===== config.mk =====
export PLATFORM = sky130hd
export DESIGN_NAME = mon_handshake
export DESIGN_NICKNAME = d
export VERILOG_FILES = /design/src/rtl/mon_pkg.sv /design/src/rtl/mon_tx.sv /design/src/rtl/mon_rx.sv /design/src/rtl/mon_handshake.sv
export SDC_FILE = /design/constraint.sdc
export NUM_CORES = 1
export LEC_CHECK = 0
export BUFFER_PORTS_ARGS = -buffer_cell sky130_fd_sc_hd__buf_4
export CAP_MARGIN = 20
export CORE_MARGIN = 2
export CORE_UTILIZATION = 25
export CTS_BUF_LIST = sky130_fd_sc_hd__clkbuf_4 sky130_fd_sc_hd__clkbuf_8
export DETAILED_ROUTE_END_ITERATION = 16
export SYNTH_ARGS = -nofsm -noshare
export SYNTH_HDL_FRONTEND = slang
export SYNTH_SLANG_ARGS = --single-unit

===== constraint.sdc =====
create_clock -name clk -period 1.7 [get_ports clk]
set_clock_uncertainty 0.15 [all_clocks]
set_input_delay 0.085 -clock clk [delete_from_list [all_inputs] [get_ports clk]]
set_output_delay 0.085 -clock clk [all_outputs]
set_load 0.05 [all_outputs]

===== src/rtl/mon_pkg.sv =====
// Shared types for the monitor handshake controller.
package mon_pkg;

    // Transmit-side sequence states.
    typedef enum logic [1:0] {
        TX_IDLE = 2'd0,
        TX_SEND = 2'd1,
        TX_GAP  = 2'd2,
        TX_DONE = 2'd3
    } tx_state_t;

endpackage


===== src/rtl/mon_tx.sv =====
// Transmit side of the monitor handshake.
// Holds one host byte, presents it with the data flag active until the
// far end acknowledges it with a fresh active acknowledge flag, then leaves
// one gap frame. An acknowledge flag seen active at two consecutive strobes
// while a byte is outstanding is an abort.
// Assumes stb is a single-cycle pulse per frame.
module mon_tx
    import mon_pkg::*;
#(
    parameter int DW = 8
) (
    input  logic          clk,
    input  logic          rst_n,
    input  logic          stb,
    input  logic          mr_in_n,
    input  logic          wr,
    input  logic [DW-1:0] wdata,
    input  logic          en,
    output logic          mx_n,
    output logic [DW-1:0] byte_out,
    output logic          busy,
    output logic          ack_p,
    output logic          abort_p
);

    tx_state_t     state;
    logic [DW-1:0] hold_q;
    logic [DW-1:0] out_q;
    logic          pend_q;
    logic          mr_last;
    logic          mr_now;

    assign mr_now = ~mr_in_n;

    // Sequence, buffer and pulse registers, advanced once per frame strobe.
    always_ff @(posedge clk) begin
        if (!rst_n) begin
            state   <= TX_IDLE;
            hold_q  <= '0;
            out_q   <= '1;
            pend_q  <= 1'b0;
            mr_last <= 1'b0;
            ack_p   <= 1'b0;
            abort_p <= 1'b0;
        end else begin
            ack_p   <= 1'b0;
            abort_p <= 1'b0;
            if (stb) begin
                mr_last <= mr_now;
                unique case (state)
                    TX_IDLE: begin
                        if (en && pend_q) begin
                            state  <= TX_SEND;
                            out_q  <= hold_q;
                            pend_q <= 1'b0;
                        end
                    end
                    TX_SEND: begin
                        if (mr_now && mr_last) begin
                            state   <= TX_IDLE;
                            abort_p <= 1'b1;
                        end else if (mr_now) begin
                            state <= TX_GAP;
                            ack_p <= 1'b1;
                        end
                    end
                    TX_GAP: begin
                        if (!en) begin
                            state <= TX_DONE;
                        end else if (pend_q) begin
                            state  <= TX_SEND;
                            out_q  <= hold_q;
                            pend_q <= 1'b0;
                        end
                    end
                    TX_DONE: begin
                        state <= TX_IDLE;
                    end
                    default: state <= TX_IDLE;
                endcase
            end
            if (wr) begin
                hold_q <= wdata;
                pend_q <= 1'b1;
            end
        end
    end

    // Bus-side view of the sequence state.
    always_comb begin
        mx_n     = (state != TX_SEND);
        byte_out = (state == TX_SEND) ? out_q : '1;
        busy     = (state != TX_IDLE);
    end

endmodule


===== src/rtl/mon_rx.sv =====
// Receive side of the monitor handshake.
// A byte is fresh when the far end's data flag is sampled active after
// being inactive at the previous strobe. A fresh byte is latched and
// acknowledged for one frame. Once a message has started, IDLE_FRAMES
// consecutive inactive samples of the data flag close it.
// Assumes stb is a single-cycle pulse per frame.
module mon_rx #(
    parameter int DW          = 8,
    parameter int IDLE_FRAMES = 2
) (
    input  logic          clk,
    input  logic          rst_n,
    input  logic          stb,
    input  logic          mx_in_n,
    input  logic [DW-1:0] data_in,
    input  logic          en,
    output logic          mr_n,
    output logic [DW-1:0] rdata,
    output logic          rx_p,
    output logic          eom_p
);

    localparam int CW = $clog2(IDLE_FRAMES + 1);

    logic          mx_last;
    logic          mr_act;
    logic          in_msg;
    logic [CW-1:0] idle_cnt;
    logic          mx_now;

    assign mx_now = ~mx_in_n;
    assign mr_n   = ~mr_act;

    // Edge detect, latch, one-frame acknowledge and idle counting.
    always_ff @(posedge clk) begin
        if (!rst_n) begin
            mx_last  <= 1'b0;
            mr_act   <= 1'b0;
            in_msg   <= 1'b0;
            idle_cnt <= '0;
            rdata    <= '0;
            rx_p     <= 1'b0;
            eom_p    <= 1'b0;
        end else begin
            rx_p  <= 1'b0;
            eom_p <= 1'b0;
            if (stb) begin
                mx_last <= mx_now;
                mr_act  <= 1'b0;
                if (en && mx_now && !mx_last) begin
                    rdata    <= data_in;
                    rx_p     <= 1'b1;
                    mr_act   <= 1'b1;
                    in_msg   <= 1'b1;
                    idle_cnt <= '0;
                end else if (mx_now) begin
                    idle_cnt <= '0;
                end else if (in_msg) begin
                    if (idle_cnt == CW'(IDLE_FRAMES - 1)) begin
                        eom_p    <= 1'b1;
                        in_msg   <= 1'b0;
                        idle_cnt <= '0;
                    end else begin
                        idle_cnt <= idle_cnt + 1'b1;
                    end
                end
            end
        end
    end

endmodule


===== src/rtl/mon_handshake.sv =====
// Monitor byte handshake controller, master operation.
// Joins the transmit side (host byte out, far-end acknowledge in) and the
// receive side (far-end byte in, own acknowledge out). Assumes one strobe
// per frame, with the sampled monitor byte and flags valid on that strobe.
module mon_handshake #(
    parameter int DW          = 8,
    parameter int IDLE_FRAMES = 2
) (
    input  logic          clk,
    input  logic          rst_n,
    input  logic          frm_stb,
    input  logic [DW-1:0] mon_rx_byte,
    input  logic          mx_in_n,
    input  logic          mr_in_n,
    output logic [DW-1:0] mon_tx_byte,
    output logic          mx_out_n,
    output logic          mr_out_n,
    input  logic          tx_wr,
    input  logic [DW-1:0] tx_wdata,
    input  logic          xmit_en,
    input  logic          recv_en,
    output logic          xmit_busy,
    output logic [DW-1:0] rx_rdata,
    output logic          irq_ack,
    output logic          irq_rx,
    output logic          irq_eom,
    output logic          irq_abort
);

    mon_tx #(.DW(DW)) u_tx (
        .clk      (clk),
        .rst_n    (rst_n),
        .stb      (frm_stb),
        .mr_in_n  (mr_in_n),
        .wr       (tx_wr),
        .wdata    (tx_wdata),
        .en       (xmit_en),
        .mx_n     (mx_out_n),
        .byte_out (mon_tx_byte),
        .busy     (xmit_busy),
        .ack_p    (irq_ack),
        .abort_p  (irq_abort)
    );

    mon_rx #(.DW(DW), .IDLE_FRAMES(IDLE_FRAMES)) u_rx (
        .clk     (clk),
        .rst_n   (rst_n),
        .stb     (frm_stb),
        .mx_in_n (mx_in_n),
        .data_in (mon_rx_byte),
        .en      (recv_en),
        .mr_n    (mr_out_n),
        .rdata   (rx_rdata),
        .rx_p    (irq_rx),
        .eom_p   (irq_eom)
    );

endmodule


==> metrics.yaml, run 1 <==
vias_per_cell: 4.301
ys_types: 35
avgSynthCellArea_um2: 9.280
clk_latency_ns: 0.28
totalWireLength_mm: 3.386
vias: 1299
power_density_mw_per_mm2: 815.6
r2r_slack_ns: 0.35
max_clock_freq_mhz: 636.4
syn_to_final_growth_pct: 43.84
start_util_pct: 25.70
num_rows: 28
io_pins: 47
internal_power_w: 0.001327
antenna_found_initial: 0
hold_start: "tx_wr"
dr.pass1.iters: 4
hold_slack_ns: 0.04158
seqPwrFrac_pct: 52.1
synth_top_area_share_pct: 48.97
post-route-min-period_ns: 1.571
drive_gt1_share_pct: 30.40
clockBufferDepth: 2
cts_sinks: 37
grt_max_degree: 47
ant_nets: 0
p_leak_nw: 0.9401
async_flop_share_pct: 0
power_frac_comb_pct: 13.8
dp.cells: 274
yosysMostFrequentCell: "dfxtp_1"
synth_area_leaders: "dfxtp_1 49%, nand2_1 7.4%, mux2i_1 6.0%"
synth_seq_area_share_pct: 48.97
synth-seq-cells: 37
drc: 0
die_y_um: 81.79
clockRootBuffer: "clkbuf_8"
drtIter0Drc: 73
reg2reg_from: "u_rx.mx_last"
tightest_slew_ns: 0.4380
pwr-share-clk_pct: 34.1
cts_tree: "yes"
outcome: "complete, no violations"
switching_share_pct: 25.20
gp_congestion: 0.6586
critPathKind: "reg2out"
cts_buffers: 5
p_sw_w: 0.0004471
syn_nets: 187
dp_hpwl_mm: 2.198
wl_per_cell_um: 11.21
grt-ovfl-total: 0
rsz0062_at_grt: "no"
maxCapViolCount: 0
portBuffers: 46
antenna_cells: 0
syn-cell-area_mm2: 0.001513
cp-start-kind: "flip-flop"
grt_pass1_vias: 1136
startpoint: "u_tx.state[1]"
core_area_mm2: 0.005886
dieArea_mm2: 0.006689
grt_pass1_wl_mm: 5.451
layout.nets: 250
grt_use_total_pct: 10.78
cp-end-kind: "output pin"
setup_viol: 0
die_w_um: 81.79
synth_edf_count: 0
cts_max_level: 2
cp.required_ns: 1.46
yosys_warnings: 0
hold_violations: 0
slew_viol_final: 0
vdd_ir_drop_max_mv: 0.3920
slew-limit-headroom_pct: 70.80
hold_class: "in2reg"
clk_pin_slew_ns: 0.07
synth_common_cells: "37 x dfxtp_1, 30 x nand2_1, 16 x nand3_1"
synth_top_cell_by_area: "dfxtp_1"
synth-main-ff-cell: "dfxtp_1"
cp_max_fo: 8
syn_inst: 163
cp.arrival_ns: 1.34
tns_ns: 0
period_share_pct: 92.43
fin_cells: 302
[kinds of logic after synthesis]
| family | synth area share [%] |
|---|---|
| AOI/OAI and AO/OA | 8.934 |
| and+or+nand+nor | 29.78 |
| DFF | 48.97 |
| buffers and inverters | 6.368 |
| muxes | 5.956 |
[repair_timing]
action                                  in CTS  in global routing
resized for setup                            1                  2
endpoints found under the setup margin       4                  6
endpoints found under the hold margin       22                  0
setup buffers                                0                  0
hold buffers                                20                  0
pin swaps                                    0                  0
[area by class of cell]
cell class	count	area [µm²]
tap	75	93.84
multi-input combinational	110	678.2
inverter	4	15.01
clock buffer	6	76.32
timing repair buffer	68	560.5
fill	619	3710
clock inverter	2	10.01
sequential	37	742.0
[metal layers]
layer / track usage, % / vias up / wire [µm]
li1: - / 676 / -
met1: 13.62 / 586 / 1567
met2: 16.67 / 28 / 1563
met3: 3.407 / 9 / 169
met4: 5.000 / 0 / 85
met5: 0 / - / 0
[stage by stage]
stage                     power (W)  worst slack, ns  cell area (µm²)  util (%)
after floorplan            0.001078           0.3028             1513         -
after global placement     0.001150           0.3298             1886     32.04
after detailed placement   0.001153           0.3102             1886     32.04
after CTS                  0.001807          0.04237             2173     36.93
after global routing       0.001868          0.03379             2176     36.97
final                      0.001775           0.1287             2176     36.97
[state kept, by name, summed over array words and instances (netlist names)]
name           count
u_rx.rdata         8
u_tx.hold_q        8
u_tx.out_q         8
u_rx.idle_cnt      2
u_tx.state         2
u_rx.eom_p         1
u_rx.in_msg        1
u_rx.mr_act        1
u_rx.mx_last       1
u_rx.rx_p          1
u_tx.abort_p       1
u_tx.ack_p         1
u_tx.mr_last       1
u_tx.pend_q        1
[power groups by stage]
stage / clock network, W / logic, W / registers, W
finish: 0.000604 / 0.000246 / 0.000924
global route: 0.000669 / 0.000270 / 0.000929
CTS: 0.000637 / 0.000246 / 0.000924
detailed placement: 0 / 0.000209 / 0.000944
global placement: 0 / 0.000207 / 0.000943
floorplan: 0 / 0.000117 / 0.000961
[cell usage in the layout, fill, tap and decap left out, types with 2 or more instances in the layout]
master         count
or2b_1             3
dlygate4sd3_1     20
a21oi_1            2
o21ai_0           10
nor4bb_1           2
clkbuf_8           5
nor2_1             4
inv_1              3
nand2_1           30
nand2b_1           5
clkinv_2           2
mux2i_1            9
nand4b_1           3
nor2b_1            8
buf_4             48
dfxtp_1           36
a31o_2             3
nand3_1           16
[final timing paths]
kind	to	cells past startpoint
max	mon_tx_byte[7]	3
min	u_tx.pend_q	3
max reg2reg	u_rx.mx_last	3
min reg2reg	u_tx.abort_p	2
[critical path, cell delays in order, from the launching register on]
cell and delay (ns):
dfxtp_1 0.34, and2b_4 0.30, or2b_1 0.23, buf_4 0.19
No activity file was read; power rests on OpenSTA's default activity.
==> inputs of run 2 (changes only) <==
Settings changed: CTS_CLUSTER_DIAMETER set to 100, GPL_TIMING_DRIVEN set to 0.
==> metrics.yaml, run 2 (same netlist as run 1, synthesis figures left out) <==
outcome: "complete, no violations"
grt_max_degree: 12  # -74%
max_clock_freq_mhz: 618.7  # -2.8%
syn_to_final_growth_pct: 47.15
tns_ns: 0  # unchanged
cts_tree: "yes"
grt-ovfl-total: 0  # unchanged
antenna_cells: 0  # unchanged
r2r_slack_ns: 0.41  # +0.06 ns
rsz0062_at_grt: "no"
antenna_found_initial: 0  # unchanged
period_share_pct: 95.07  # +2.6 points
vdd_ir_drop_max_mv: 0.3060  # -22%
critPathKind: "reg2out"
internal_power_w: 0.001397  # +5.2%
drive_gt1_share_pct: 30.90  # +0.50 points
tightest_slew_ns: 0.4931  # +0.05511 ns
p_sw_w: 0.0004445  # -0.59%
setup_viol: 0  # unchanged
power_frac_comb_pct: 13.8  # about the same
totalWireLength_mm: 3.550  # +4.8%
reg2reg_from: "u_tx.state[0]"
post-route-min-period_ns: 1.616  # +0.04494 ns
cp-end-kind: "output pin"
cp-start-kind: "flip-flop"
slew_viol_final: 0  # unchanged
die_w_um: 81.79  # unchanged
power_density_mw_per_mm2: 827.2  # +1.4%
vias: 1358  # +4.5%
core_area_mm2: 0.005886  # unchanged
nFillCells: 612  # -1.1%
vias_per_cell: 4.409  # +2.5%
cp_max_fo: 10  # +2
gp_congestion: 0.7252  # +10%
startpoint: "u_tx.state[1]"
ant_nets: 0  # unchanged
final_common_cell: "buf_4"
seqPwrFrac_pct: 50.2  # -1.9 points
die_y_um: 81.79  # unchanged
dpl_cell_area_mm2: 0.001929  # +2.3%
clockBufferDepth: 2  # unchanged
drc: 0  # unchanged
dieArea_mm2: 0.006689  # unchanged
cts_buffers: 5  # unchanged
grt_pass1_vias: 1221  # +7.5%
cts_sinks: 37  # unchanged
cts_max_level: 2  # unchanged
slew-limit-headroom_pct: 67.12  # -3.7 points
wl_per_cell_um: 11.53  # +2.8%
dr.pass1.iters: 4  # unchanged
clk_latency_ns: 0.28  # about the same
fin_area_mm2: 0.002226  # +2.3%
drtIter0Drc: 46  # -37%
finalPower_w: 0.001841  # +3.8%
layout.nets: 256  # +2.4%
clockRootBuffer: "clkbuf_8"
clk_pin_slew_ns: 0.07  # about the same
grt_use_total_pct: 11.13  # +0.35 points
hold_violations: 0  # unchanged
num_rows: 28  # unchanged
reg_top3: "u_rx.rdata (8), u_tx.hold_q (8), u_tx.out_q (8)"
portBuffers: 43  # -6.5%
start_util_pct: 25.70  # unchanged
dp_hpwl_mm: 2.447  # +11%
pwr-share-clk_pct: 36.0  # +1.9 points
hold_start: "frm_stb"
cp.required_ns: 1.46  # about the same
cp.arrival_ns: 1.38  # +0.04 ns
final_cell_mix: "43 x buf_4, 36 x dfxtp_1, 30 x nand2_1, 19 x dlygate4sd3_1, 16 x nand3_1"
hold_class: "in2reg"
switching_share_pct: 24.14  # -1.1 points
p_leak_nw: 0.9679  # +3.0%
maxCapViolCount: 0  # unchanged
grt_pass1_wl_mm: 5.644  # +3.5%
io_pins: 47  # unchanged
## run 2: changes by cell type in the layout (fill, tap and decap cells not counted), sizes merged
cell,change
dlygate4sd3,-1
clkbuf,+4
clkinv,-1
buf,+4
## run 2: layer usage
layer	vias up	GRT usage, %	wire length (µm)
met4	0	6.167	114
met3	10	3.626	233
met1	620	13.56	1609
met2	42	17.24	1593
met5	-	0	0
li1	686	-	-
## run 2: timing repair
item,in CTS,in global routing
hold endpoints to repair,22,0
resized for setup,1,1
endpoints found under the setup margin,2,1
buffers inserted,0,0
hold buffers,19,0
## run 2: worst paths after layout
check / end / cells after the start
worst min-delay path: u_tx.abort_p / 3
worst min register to register: u_rx.idle_cnt[1] / 2
worst max register to register: u_tx.out_q[6] / 3
worst max-delay path: mon_tx_byte[2] / 4
## run 2: final cells by class
| cell class | instances | area (µm²) | share of cell area (%) |
|---|---|---|---|
| tap | 75 | 93.84 | 4.216 |
| buffer | 12 | 81.33 | 3.654 |
| multi-input combinational | 110 | 675.6 | 30.35 |
| clock inverter | 1 | 5.005 | 0.2248 |
| clock buffer | 7 | 96.34 | 4.328 |
| inverter | 4 | 15.01 | 0.6745 |
| sequential | 37 | 742.0 | 33.33 |
| timing repair buffer | 62 | 516.7 | 23.22 |
## run 2: critical path, cell delays in order (launching register included)
cell and delay, ns:
dfxtp_1 0.34, and2b_1 0.21, buf_6 0.13, or2b_1 0.23
buf_4 0.19
## run 2: per-stage QoR
step                utilization, %  worst slack (ns)  hold slack, ns  instances
floorplan                        -            0.3028         0.02900        163
global placement             32.78            0.3174          0.1461        281
detailed placement           32.78            0.3146          0.1510        281
CTS                          37.76           0.06412         0.04072        308
global route                 37.82          0.006466         0.04649        308
finish                       37.82           0.08377         0.04189        308
## run 2: power by group through the flow
| stage | logic [W] | clock network [W] | registers (W) |
|---|---|---|---|
| 6_report | 0.000254 | 0.000663 | 0.000924 |
| 5_1_grt | 0.000276 | 0.000732 | 0.000928 |
| 4_1_cts | 0.000255 | 0.000685 | 0.000924 |
| 3_5_place_dp | 0.000220 | 0 | 0.000943 |
| 3_3_place_gp | 0.000218 | 0 | 0.000943 |
| 2_1_floorplan | 0.000117 | 0 | 0.000961 |
==> inputs of run 3 (changes only) <==
Settings changed: CTS_CLUSTER_DIAMETER 100 to 120, REMOVE_ABC_BUFFERS set to 1.
Clock period 1.7 ns to 1.8 ns, I/O delays scaled along.
==> metrics.yaml, run 3 (same netlist as run 1, synthesis figures left out) <==
outcome: "complete, no violations"
reg_top3: "u_rx.rdata (8), u_tx.hold_q (8), u_tx.out_q (8)"
hold_depth: 3  # unchanged
pre_cts_ws_ns: 0.1003  # -0.2143 ns
pwr-share-clk_pct: 35.9  # about the same
cpMaxStageDelayCell: "dfxtp_1"
cp.arrival_ns: 1.43  # +0.05 ns
gp_congestion: 0.6981  # -3.7%
vias_per_cell: 4.179  # -5.2%
setup_ws_ns: 0.1273  # +0.04356 ns
p_sw_w: 0.0004073  # -8.4%
drtIter0Drc: 46  # unchanged
final_util_pct: 37.29  # -0.53 points
hold_class: "in2reg"
path_cells: "and2b_4, or2b_1, buf_4"
hold_end: "u_rx.eom_p"
period_share_pct: 92.93
totalWireLength_mm: 3.365  # -5.2%
setup_viol: 0  # unchanged
rsz0062_at_grt: "no"
power_density_mw_per_mm2: 785.8  # -5.0%
layout.nets: 249  # -2.7%
core_area_mm2: 0.005886  # unchanged
dp_hpwl_mm: 2.192  # -10%
cp-end-kind: "output pin"
dp.cells: 272  # -3.2%
drive_gt1_share_pct: 29.65  # -1.3 points
nFillCells: 622  # +1.6%
reg2reg_depth: 3  # unchanged
dr.pass1.iters: 4  # unchanged
crit_buf_inv: 1  # -1
ant_nets: 0  # unchanged
cts_max_level: 2  # unchanged
crit_family: "simple AND/OR/NAND/NOR gates"
p_leak_nw: 0.9433  # -2.5%
die_y_um: 81.79  # unchanged
cts_sinks: 37  # unchanged
grt_pass1_vias: 1213  # -0.66%
rr_endpoint: "u_rx.mx_last"
internal_power_w: 0.001317  # -5.7%
vias: 1258  # -7.4%
slew_viol_final: 0  # unchanged
tightest_slew_ns: 0.4303  # -0.06285 ns
syn_to_final_growth_pct: 45.08
clockRootBuffer: "clkbuf_8"
grt-ovfl-total: 0  # unchanged
drc: 0  # unchanged
clk_latency_ns: 0.28  # about the same
clockBufferDepth: 2  # unchanged
vdd_ir_drop_max_mv: 0.2684  # -12%
grt_use_total_pct: 10.27  # -0.85 points
num_rows: 28  # unchanged
io_pins: 47  # unchanged
start_util_pct: 25.70  # unchanged
cts_tree: "yes"
seqPwrFrac_pct: 50.6  # +0.4 points
maxCapViolCount: 0  # unchanged
fin_cells: 301  # -2.3%
antenna_found_initial: 0  # unchanged
finalPower_w: 0.001724  # -6.3%
post-route-min-period_ns: 1.673
portBuffers: 46  # +7.0%
tns_ns: 0  # unchanged
switching_share_pct: 23.62  # -0.52 points
cp_max_fo: 10  # unchanged
max_clock_freq_mhz: 597.8
reg2reg_from: "u_rx.mx_last"
power_frac_comb_pct: 13.5  # -0.3 points
cp.required_ns: 1.56  # +0.10 ns
r2r_slack_ns: 0.46  # +0.05 ns
grt_pass1_wl_mm: 5.244  # -7.1%
wl_per_cell_um: 11.18  # -3.0%
slew-limit-headroom_pct: 71.31  # +4.2 points
grt_max_degree: 47  # +35
hold_start: "frm_stb"
final_cell_mix: "46 x buf_4, 37 x dfxtp_1, 30 x nand2_1, 20 x dlygate4sd3_1, 16 x nand3_1"
die_w_um: 81.79  # unchanged
cts_buffers: 5  # unchanged
clk_pin_slew_ns: 0.07  # about the same
cp_slowest_stage_delay_ns: 0.46  # +0.12 ns
critPathKind: "reg2out"
cp-start-kind: "flip-flop"
antenna_cells: 0  # unchanged
dieArea_mm2: 0.006689  # unchanged
final_common_cell: "buf_4"
hold_violations: 0  # unchanged
[run 3: metal layers]
| layer | routed length, µm | share of wire [%] | track usage, % |
|---|---|---|---|
| met1 | 1444 | 43 | 11.07 |
| met2 | 1730 | 51 | 18.46 |
| met3 | 132 | 3.9 | 3.077 |
| met4 | 57 | 1.7 | 4.500 |
| met5 | 0 | 0 | 0 |
[run 3: how the worst max path moves through the flow]
stage                     endpoint  slack (ns)  cells after the start           from
floorplan              u_rx.in_msg        0.31                      3   u_rx.mx_last
global placement       u_rx.in_msg        0.13                      3   u_rx.mx_last
detailed placement   u_rx.rdata[3]        0.10                      2   u_rx.mx_last
CTS                 mon_tx_byte[7]        0.07                      3  u_tx.state[0]
global route        mon_tx_byte[7]        0.04                      3  u_tx.state[0]
finish              mon_tx_byte[7]        0.13                      3  u_tx.state[0]
[run 3: layout make-up]
type	instances	area, µm²	area share, %
Tap cell	75	93.84	4.276
Clock inverter	1	5.005	0.2281
Clock buffer	7	96.34	4.390
Inverter	4	15.01	0.6842
Timing Repair Buffer	67	565.5	25.77
Sequential cell	37	740.7	33.75
Multi-Input combinational cell	110	678.2	30.90
[run 3: what timing repair did]
action,in CTS,in global routing
gates cloned,0,0
endpoints found under the hold margin,22,0
pin swaps,0,1
buffers inserted,0,1
gates resized for setup,1,1
hold buffers,20,0
endpoints found under the setup margin,3,4
[run 3: through the flow]
step | hold WS [ns] | instance area [µm²]
3_5_place_dp | 0.1602 | 1871
4_1_cts | 0.009296 | 2173
6_report | 0.01998 | 2195
5_1_grt | 0.03474 | 2195
2_1_floorplan | 0.01183 | 1431
3_3_place_gp | 0.1514 | 1871
[run 3: worst min-delay path: stages]
cell,delay (ns)
buf_4,0.17
nand4b_1,0.11
nor2_1,0.04
[run 3: power groups by stage]
| stage | sequential, W | clock [W] | combinational, W |
|---|---|---|---|
| final | 0.000873 | 0.000619 | 0.000233 |
| after global routing | 0.000876 | 0.000679 | 0.000253 |
| after CTS | 0.000872 | 0.000654 | 0.000230 |
| after detailed placement | 0.000891 | 0 | 0.000193 |
| after global placement | 0.000890 | 0 | 0.000192 |
| after floorplan | 0.000908 | 0 | 0.0000806 |
